<file path="config.mk">
export PLATFORM = sky130hd
export DESIGN_NAME = wdog_timer
export DESIGN_NICKNAME = d
export VERILOG_FILES = /design/src/rtl/wdog_pkg.sv /design/src/rtl/wdog_seq_detect.sv /design/src/rtl/wdog_prescaler.sv /design/src/rtl/wdog_counter.sv /design/src/rtl/wdog_timer.sv
export SDC_FILE = /design/constraint.sdc
export NUM_CORES = 1
export LEC_CHECK = 0
export BUFFER_PORTS_ARGS = -buffer_cell sky130_fd_sc_hd__buf_2
export CORE_ASPECT_RATIO = 0.7
export CORE_MARGIN = 3
export CORE_UTILIZATION = 49
export DETAILED_ROUTE_END_ITERATION = 6
export PLACE_DENSITY = 0.76
export SYNTH_ARGS = -nofsm -noshare
export SYNTH_HDL_FRONTEND = slang
export SYNTH_SLANG_ARGS = --single-unit
export TNS_END_PERCENT = 100
</file>
<file path="constraint.sdc">
create_clock -name clk_i -period 2.1 [get_ports clk_i]
set_input_delay 0.315 -clock clk_i [delete_from_list [all_inputs] [get_ports clk_i]]
set_output_delay 0.315 -clock clk_i [all_outputs]
set_load 0.005 [all_outputs]
</file>
<file path="src/rtl/wdog_pkg.sv">
package wdog_pkg;
  localparam int REG_AW = 2;
  localparam int REG_DW = 32;
  localparam int KEY_W  = 16;

  localparam logic [REG_AW-1:0] ADDR_MODE = 2'd0;
  localparam logic [REG_AW-1:0] ADDR_SVC  = 2'd1;
  localparam logic [REG_AW-1:0] ADDR_CNT  = 2'd2;

  localparam logic [KEY_W-1:0] KEY_ARM  = 16'h556C;
  localparam logic [KEY_W-1:0] KEY_FIRE = 16'hAA39;

  localparam int MODE_EN_BIT  = 0;
  localparam int MODE_PRE_BIT = 1;
  localparam int MODE_SEL_BIT = 2;
  localparam int MODE_TO_LSB  = 16;

  typedef struct packed {
    logic sel_rst;
    logic pre;
    logic en;
  } wd_mode_t;
endpackage

</file>
<file path="src/rtl/wdog_seq_detect.sv">
module wdog_seq_detect
  import wdog_pkg::*;
(
  input  logic             clk_i,
  input  logic             rst_ni,
  input  logic             wr_i,
  input  logic [KEY_W-1:0] data_i,
  output logic             svc_o
);
  logic armed_q;

  assign svc_o = wr_i && armed_q && (data_i == KEY_FIRE);

  always_ff @(posedge clk_i or negedge rst_ni) begin
    if (!rst_ni)   armed_q <= 1'b0;
    else if (wr_i) armed_q <= (data_i == KEY_ARM);
  end

  p_arm_r6: assert property (@(posedge clk_i) disable iff (!rst_ni)
    (wr_i && data_i == KEY_ARM) |=> armed_q);
  p_cancel_r6: assert property (@(posedge clk_i) disable iff (!rst_ni)
    (wr_i && data_i != KEY_ARM) |=> !armed_q);
  p_idle_keep_r6: assert property (@(posedge clk_i) disable iff (!rst_ni)
    !wr_i |=> $stable(armed_q));
endmodule

</file>
<file path="src/rtl/wdog_prescaler.sv">
module wdog_prescaler #(
  parameter int PRESC_W = 16
) (
  input  logic clk_i,
  input  logic rst_ni,
  input  logic run_i,
  input  logic clr_i,
  output logic tick_o
);
  localparam logic [PRESC_W-1:0] PMAX = {PRESC_W{1'b1}};

  logic [PRESC_W-1:0] psc_q;

  assign tick_o = run_i && (psc_q == PMAX);

  always_ff @(posedge clk_i or negedge rst_ni) begin
    if (!rst_ni)    psc_q <= '0;
    else if (clr_i) psc_q <= '0;
    else if (run_i) psc_q <= psc_q + 1'b1;
  end

  p_hold_r4: assert property (@(posedge clk_i) disable iff (!rst_ni)
    (!run_i && !clr_i) |=> $stable(psc_q));
  p_clear_r5: assert property (@(posedge clk_i) disable iff (!rst_ni)
    clr_i |=> (psc_q == '0));
endmodule

</file>
<file path="src/rtl/wdog_counter.sv">
module wdog_counter #(
  parameter int CNT_W = 16
) (
  input  logic             clk_i,
  input  logic             rst_ni,
  input  logic             en_i,
  input  logic             tick_i,
  input  logic             load_i,
  input  logic [CNT_W-1:0] load_val_i,
  input  logic             sel_rst_i,
  output logic [CNT_W-1:0] cnt_o,
  output logic             rst_req_o,
  output logic             nmi_req_o
);
  logic [CNT_W-1:0] cnt_q;
  logic             rst_q, nmi_q, fire;

  assign fire = !load_i && tick_i && (cnt_q == CNT_W'(1));

  always_ff @(posedge clk_i or negedge rst_ni) begin
    if (!rst_ni) begin
      cnt_q <= '1;
      rst_q <= 1'b0;
      nmi_q <= 1'b0;
    end else begin
      if (load_i)                      cnt_q <= load_val_i;
      else if (tick_i && cnt_q != '0)  cnt_q <= cnt_q - 1'b1;
      rst_q <= fire && sel_rst_i;
      nmi_q <= fire && !sel_rst_i;
    end
  end

  assign cnt_o     = cnt_q;
  assign rst_req_o = rst_q;
  assign nmi_req_o = nmi_q;

  p_single_rst_r7: assert property (@(posedge clk_i) disable iff (!rst_ni)
    rst_q |=> !rst_q);
  p_single_nmi_r7: assert property (@(posedge clk_i) disable iff (!rst_ni)
    nmi_q |=> !nmi_q);
  p_one_route_r7: assert property (@(posedge clk_i) disable iff (!rst_ni)
    $onehot0({rst_q, nmi_q}));
  p_fire_at_zero_r7: assert property (@(posedge clk_i) disable iff (!rst_ni)
    (rst_q || nmi_q) |-> (cnt_q == '0));
  p_stay_zero_r8: assert property (@(posedge clk_i) disable iff (!rst_ni)
    (cnt_q == '0 && !load_i) |=> (cnt_q == '0));
  p_reload_r5: assert property (@(posedge clk_i) disable iff (!rst_ni)
    load_i |=> (cnt_q == $past(load_val_i) && !rst_q && !nmi_q));
  p_hold_off_r4: assert property (@(posedge clk_i) disable iff (!rst_ni)
    (!en_i && !load_i) |=> $stable(cnt_q));
endmodule

</file>
<file path="src/rtl/wdog_timer.sv">
module wdog_timer
  import wdog_pkg::*;
#(
  parameter int CNT_W   = 16,
  parameter int PRESC_W = 16
) (
  input  logic              clk_i,
  input  logic              rst_ni,
  input  logic              reg_we_i,
  input  logic [REG_AW-1:0] reg_addr_i,
  input  logic [REG_DW-1:0] reg_wdata_i,
  output logic [REG_DW-1:0] reg_rdata_o,
  output logic              rst_req_o,
  output logic              nmi_req_o
);
  wd_mode_t         mode_q;
  logic             lock_q;
  logic [CNT_W-1:0] timeout_q, cnt;
  logic             mode_wr, svc_wr, svc, psc_tick, dec_tick;

  assign mode_wr = reg_we_i && (reg_addr_i == ADDR_MODE);
  assign svc_wr  = reg_we_i && (reg_addr_i == ADDR_SVC);

  always_ff @(posedge clk_i or negedge rst_ni) begin
    if (!rst_ni) begin
      mode_q    <= '{sel_rst: 1'b1, pre: 1'b1, en: 1'b1};
      lock_q    <= 1'b0;
      timeout_q <= '1;
    end else if (mode_wr) begin
      timeout_q <= reg_wdata_i[MODE_TO_LSB +: CNT_W];
      lock_q    <= 1'b1;
      if (!lock_q) begin
        mode_q.en      <= reg_wdata_i[MODE_EN_BIT];
        mode_q.pre     <= reg_wdata_i[MODE_PRE_BIT];
        mode_q.sel_rst <= reg_wdata_i[MODE_SEL_BIT];
      end
    end
  end

  wdog_seq_detect u_seq (
    .clk_i  (clk_i),
    .rst_ni (rst_ni),
    .wr_i   (svc_wr),
    .data_i (reg_wdata_i[KEY_W-1:0]),
    .svc_o  (svc)
  );

  wdog_prescaler #(.PRESC_W(PRESC_W)) u_psc (
    .clk_i  (clk_i),
    .rst_ni (rst_ni),
    .run_i  (mode_q.en && mode_q.pre),
    .clr_i  (svc),
    .tick_o (psc_tick)
  );

  assign dec_tick = mode_q.en && (mode_q.pre ? psc_tick : 1'b1);

  wdog_counter #(.CNT_W(CNT_W)) u_cnt (
    .clk_i      (clk_i),
    .rst_ni     (rst_ni),
    .en_i       (mode_q.en),
    .tick_i     (dec_tick),
    .load_i     (svc),
    .load_val_i (timeout_q),
    .sel_rst_i  (mode_q.sel_rst),
    .cnt_o      (cnt),
    .rst_req_o  (rst_req_o),
    .nmi_req_o  (nmi_req_o)
  );

  always_comb begin
    reg_rdata_o = '0;
    unique case (reg_addr_i)
      ADDR_MODE: begin
        reg_rdata_o[MODE_TO_LSB +: CNT_W] = timeout_q;
        reg_rdata_o[MODE_EN_BIT]          = mode_q.en;
        reg_rdata_o[MODE_PRE_BIT]         = mode_q.pre;
        reg_rdata_o[MODE_SEL_BIT]         = mode_q.sel_rst;
      end
      ADDR_CNT: reg_rdata_o[CNT_W-1:0] = cnt;
      default:  reg_rdata_o = '0;
    endcase
  end

  p_mode_lock_r9: assert property (@(posedge clk_i) disable iff (!rst_ni)
    (lock_q && mode_wr) |=> (mode_q == $past(mode_q)));
  p_timeout_wr_r9: assert property (@(posedge clk_i) disable iff (!rst_ni)
    mode_wr |=> (timeout_q == $past(reg_wdata_i[MODE_TO_LSB +: CNT_W])));
  p_route_rst_r7: assert property (@(posedge clk_i) disable iff (!rst_ni)
    rst_req_o |-> mode_q.sel_rst);
  p_route_nmi_r7: assert property (@(posedge clk_i) disable iff (!rst_ni)
    nmi_req_o |-> !mode_q.sel_rst);
endmodule

</file>
==> results of run 1 <==
-- per-stage QoR --
step / hold WS (ns) / total power, mW / setup slack [ns]
6_report: 0.220 / 3.66 / -0.00265
5_1_grt: 0.203 / 3.91 / -0.0791
4_1_cts: 0.215 / 3.56 / 0.00274
3_5_place_dp: 0.309 / 2.84 / 0.0207
3_3_place_gp: 0.314 / 2.80 / 0.0784
2_1_floorplan: 0.0194 / 2.34 / 0.00212
-- repair_timing --
action                                  in CTS  in global routing
resized for setup                            1                  8
cloned                                       0                  1
endpoints found under the setup margin       1                  9
endpoints found under the hold margin       10                  0
hold buffers                                 1                  0
buffers inserted                             0                  2
pin swaps                                    0                  7
-- flip-flops by register name, summed over array words and instances, names as in the netlist --
name and cells:
u_cnt.rst_req_o 1, lock_q 1, mode_q 3, u_seq.armed_q 1, u_cnt.nmi_req_o 1, timeout_q 16, u_cnt.cnt_o 16, u_psc.psc_q 16
-- cells in the mapped netlist (2+ instances only) --
master and count:
nor3_1 6, nor4b_1 5, nand2b_1 2, nand3b_1 3
nand3_1 13, nand4b_1 2, nor4_1 4, nor2_1 39
o41ai_1 2, xnor2_1 6, o21ai_0 8, nor4bb_1 2
o31ai_1 6, and4_1 2, xor2_1 9, clkbuf_1 11
mux2_2 19, or3_1 11, nor2b_1 2, or4_1 7
nand4_1 9, ha_1 4, buf_2 2, and2_1 31
nand2_1 12, dfstp_2 35, dfrtp_1 20, and4b_1 2
or2_2 2, a31oi_1 15, inv_1 3, mux2i_1 3
-- layout make-up --
cell class,count,area (sq um),area share
clock buffer,7,108,0.0278
clock inverter,1,8.76,0.00226
inverter,3,11.3,0.00291
multi-input combinational,237,1630,0.421
sequential,55,1420,0.367
tap,75,93.8,0.0243
timing repair buffer,95,596,0.154
-- cells by family after synthesis --
group / after synthesis / share of synthesized area
AO/OA/AOI/OAI: 34 / 0.0714
XOR/XNOR: 15 / 0.0426
adder cells (fa/ha/maj): 4 / 0.0162
buffers and inverters: 18 / 0.0251
flip-flops: 55 / 0.460
multiplexers: 22 / 0.0791
AND/OR/NAND/NOR: 162 / 0.305
-- worst max-delay path: stages (launching register included) --
cell and delay [ns]:
dfstp_2 0.38, or4_4 0.56, nor3_4 0.22, nand3_4 0.15, or4b_1 0.53, a31oi_1 0.18
-- layer usage --
| layer | vias to the layer above | track usage |
|---|---|---|
| li1 | 1310 | - |
| met1 | 1263 | 0.339 |
| met2 | 124 | 0.292 |
| met3 | 12 | 0.0490 |
| met4 | 0 | 0.0598 |
| met5 | - | 0 |
-- path summary, 6_finish.rpt --
check,start,to,slack (ns),cells past startpoint
max in group asynchronous,rst_ni,timeout_q[0],0.97,3
setup reg to reg,u_cnt.cnt_o[4],u_cnt.cnt_o[13],-0.003,5
hold / removal,reg_wdata_i[27],timeout_q[11],0.22,2
hold reg to reg,lock_q,lock_q,0.48,1
setup / recovery,u_cnt.cnt_o[4],u_cnt.cnt_o[13],-0.003,5
min in group asynchronous,rst_ni,u_psc.psc_q[11],0.50,2
-- power breakdown --
group,internal (mW),leakage [nW],switching [mW]
Combinational,0.631,0.956,0.605
Clock,0.345,0.0600,0.359
Sequential,1.43,0.584,0.292
==> out/qor.yml, run 1 <==
crit_arrival_ns: 2.35
routed-wl-met3_microns: 642
final_area_sq_um: 3870
ys.flop_type: "dfstp_2"
vias_per_cell: 5.73
cts_max_path_buffers: 2
violations: "negative setup slack"
nets: 438
syn_area_sq_um: 3090
htree_num_levels: 2
grt_max_degree: 35
via_count: 2709
clockRootBuffer: "clkbuf_8"
setup_tns_ns: -0.00265
status: "finished with violations"
overflow: 0
path_class: "reg -> reg"
finalCoreUtilization: 0.656
final_cell_mix: "buf_2, nor2_1, dfstp_2, and2_1, buf_4"
final_antenna_net_count: 0
max-vdd-ir-drop_mv: 0.414
synth_area_per_cell_sq_um: 9.95
synthDistinctLibCells: 45
die_h_microns: 72.4
dp_hpwl_mm: 5.58
coreArea_sq_um: 5900
yosys.area.top_type: "dfstp_2"
wl_mm: 7.78
fillCellCount: 471
layout_commonest_cell: "buf_2"
io_buffers: 70
final_cells: 473
drv_cap: 0
leakage_nw: 1.60
netlist_instances: 310
wl_per_cell_microns: 16.4
layout-drive-gt1-share: 0.430
cts_tree: "yes"
dp.cells: 461
ys_ff_latch: 55
place_congestion: 0.855
antenna_found_initial: 0
grt_pass1_vias: 2431
insertion_delay_ns: 0.32
fmax_mhz: 476
dieWidth_microns: 101
drt_iter0_drc: 207
hold_viol: 0
setup_slack_ns: -0.00265
yosysTopAreaCellShare: 0.298
met2_length_mm: 3.25
diodes: 0
start_util: 0.523
hold_path_class: "in -> reg"
cp_max_fo: 8
grt_usage: 0.215
drc: 0
grt_first_pass_wirelength_mm: 12.3
end_kind: "flop"
cp-start-kind: "flop"
ys.warnings.count: 0
worst_pin_slew_ns: 0.556
clkTransAtPathRegs_ns: 0.10
fin_skew_ns: 0.0113
finalSetupViolCount: 1
max_slew_margin: 0.627
synth_edf_count: 0
rows: 23
rsz0062_at_grt: "true"
top_layer: "met4"
syn-num-nets: 351
wl_met1_mm: 3.76
ios: 71
fp.dieArea_sq_um: 7300
ys_top_cells_by_area: "dfstp_2, dfrtp_1, mux2_2"
async_flop_share: 1.00
first_pass_iters: 4
drv_slew: 0
placed_cell_area_sq_um: 3660
powerDensity_nw_per_um2: 947
ys_seq_area_frac: 0.460
syn2layout_area_growth_pct: 25.4
cts_buffers: 5
cts.sinks: 55
final.min_clock_period_ns: 2.10
cp.required_ns: 2.34
timing.final.crit_share: 1.00
No activity file was read; power rests on OpenSTA's default activity.
==> inputs of run 2 (changes only) <==
- CORE_UTILIZATION: 49 -> 51
- CTS_BUF_LIST: unset -> sky130_fd_sc_hd__clkbuf_2 sky130_fd_sc_hd__clkbuf_4 sky130_fd_sc_hd__clkbuf_8
- PLACE_DENSITY: 0.76 -> 0.79
==> out/qor.yml, run 2 (synthesis gave the netlist of run 1 again) <==
wl_mm: 7.59  # -2.4%
overflow: 0  # unchanged
first_pass_iters: 4  # unchanged
fillCellCount: 455  # -3.4%
worst_pin_slew_ns: 0.671  # +0.115 ns
cp.required_ns: 2.34  # about the same
status: "finished, final reports clean"
grt_first_pass_wirelength_mm: 12.3  # +0.39%
hold_viol: 0  # unchanged
ios: 71  # unchanged
syn2layout_area_growth_pct: 23.3
crit_family: "simple AND/OR/NAND/NOR gates"
cts_buffers: 5  # unchanged
diodes: 0  # unchanged
antenna_found_initial: 0  # unchanged
worstPathCellList: "or4_4 > nor3_4 > nand3_2 > buf_6 > or4_1 > a31oi_1"
vias_per_cell: 5.57  # -2.7%
crit_arrival_ns: 2.30  # -0.05 ns
htree_num_levels: 2  # unchanged
final_area_sq_um: 3800  # -1.6%
max_slew_margin: 0.553  # -0.0739
fp.dieArea_sq_um: 7030  # -3.6%
timing.final.crit_share: 0.980  # -0.0210
dp_hpwl_mm: 5.69  # +1.9%
dieWidth_microns: 99.0  # -1.9%
drt_iter0_drc: 162  # -22%
grt_max_degree: 56  # +60%
rsz0062_at_grt: "true"
grt_pass1_vias: 2447  # +0.66%
die_h_microns: 71.1  # -1.8%
rows: 23  # unchanged
hold_path_class: "in -> async"
drv_slew: 0  # unchanged
path_class: "reg -> reg"
final_antenna_net_count: 0  # unchanged
drc: 0  # unchanged
cts_hold_buffers: 0  # -1
insertion_delay_ns: 0.32  # about the same
start_util: 0.533  # +0.0104
place_congestion: 0.805  # -5.9%
finalSetupViolCount: 0  # -1
cp_max_fo: 4  # -4
layout_commonest_cell: "buf_2"
cts_tree: "yes"
dp.cells: 463  # +0.43%
final_cells: 472  # -0.21%
placed_cell_area_sq_um: 3660  # about the same
leakage_nw: 1.58  # -1.5%
cts.sinks: 55  # unchanged
cpPeakStageDelay_ns: 0.56  # about the same
grt_usage: 0.219  # +0.00415
final.min_clock_period_ns: 2.06  # -0.0441 ns
fin_skew_ns: 0.0107  # -0.000683 ns
layout-drive-gt1-share: 0.423  # -0.00647
slowest_stage: "or4_4"
cp-start-kind: "flop"
cp_num_buf_inv: 1  # +1
fmax_mhz: 486  # +2.1%
multi_input_area_sq_um: 1620  # -0.84%
final_cell_mix: "buf_2, nor2_1, dfstp_2, and2_1, buf_4"
drv_cap: 0  # unchanged
clkTransAtPathRegs_ns: 0.10  # about the same
end_kind: "flop"
clockRootBuffer: "clkbuf_8"
max-vdd-ir-drop_mv: 0.518  # +25%
coreArea_sq_um: 5780  # -2.0%
via_count: 2629  # -3.0%
seq_area_sq_um: 1420  # about the same
cts_max_path_buffers: 2  # unchanged
io_buffers: 70  # unchanged
nets: 437  # -0.23%
wl_per_cell_microns: 16.1  # -2.2%
powerDensity_nw_per_um2: 923  # -2.5%
-- run 2: cell count changes in the layout (fill, tap and decap cells not counted), sizes merged --
cell         change
inv              -1
dlygate4sd3      -1
clkinvlp         +1
clkbuf           -1
buf              +1
-- run 2: final timing paths --
path,cells after the start,slack (ns),from,to
max reg2reg,6,0.04,u_cnt.cnt_o[5],u_cnt.cnt_o[11]
max in group asynchronous,2,1.55,rst_ni,lock_q
max,6,0.04,u_cnt.cnt_o[5],u_cnt.cnt_o[11]
min reg2reg,1,0.48,lock_q,lock_q
min in group clk_i,2,0.23,reg_wdata_i[23],timeout_q[7]
min,2,0.10,rst_ni,u_psc.psc_q[6]
-- run 2: routing by layer --
metal | global-route usage | vias to the layer above | wire length [microns]
li1 | - | 1294 | -
met1 | 0.340 | 1250 | 3710
met2 | 0.317 | 80 | 3340
met3 | 0.0345 | 5 | 469
met4 | 0.0636 | 0 | 69
met5 | 0 | - | 0
-- run 2: where the power goes --
part	total, mW	switching (mW)	internal [mW]
clock	0.661	0.360	0.301
sequential	1.70	0.269	1.43
combinational	1.15	0.575	0.577
total	3.51	1.20	2.31
-- run 2: stage by stage --
step / TNS (ns) / total power [mW] / hold WS [ns] / utilization / setup WS [ns]
after global routing: -0.150 / 3.73 / 0.161 / 0.658 / -0.0413
after detailed placement: 0 / 2.83 / 0.463 / 0.633 / 0.0220
after floorplan: 0 / 2.34 / 0.0194 / - / 0.00212
after global placement: 0 / 2.78 / 0.454 / 0.633 / 0.0784
after CTS: -0.00655 / 3.49 / 0.135 / 0.653 / -0.00600
final: 0 / 3.51 / 0.100 / 0.658 / 0.0414
-- run 2: repair_timing --
| action | CTS | global route |
|---|---|---|
| pin swaps | 7 | 5 |
| endpoints found under the setup margin | 1 | 10 |
| setup buffers | 1 | 0 |
| gates resized for setup | 0 | 6 |
-- run 2: final cells by class --
cell class,instances,share of cell area
clock buffer,7,0.0253
clock inverter,1,0.00197
inverter,3,0.00296
multi-input combinational,237,0.425
sequential,55,0.373
tap,75,0.0247
timing repair buffer,94,0.147
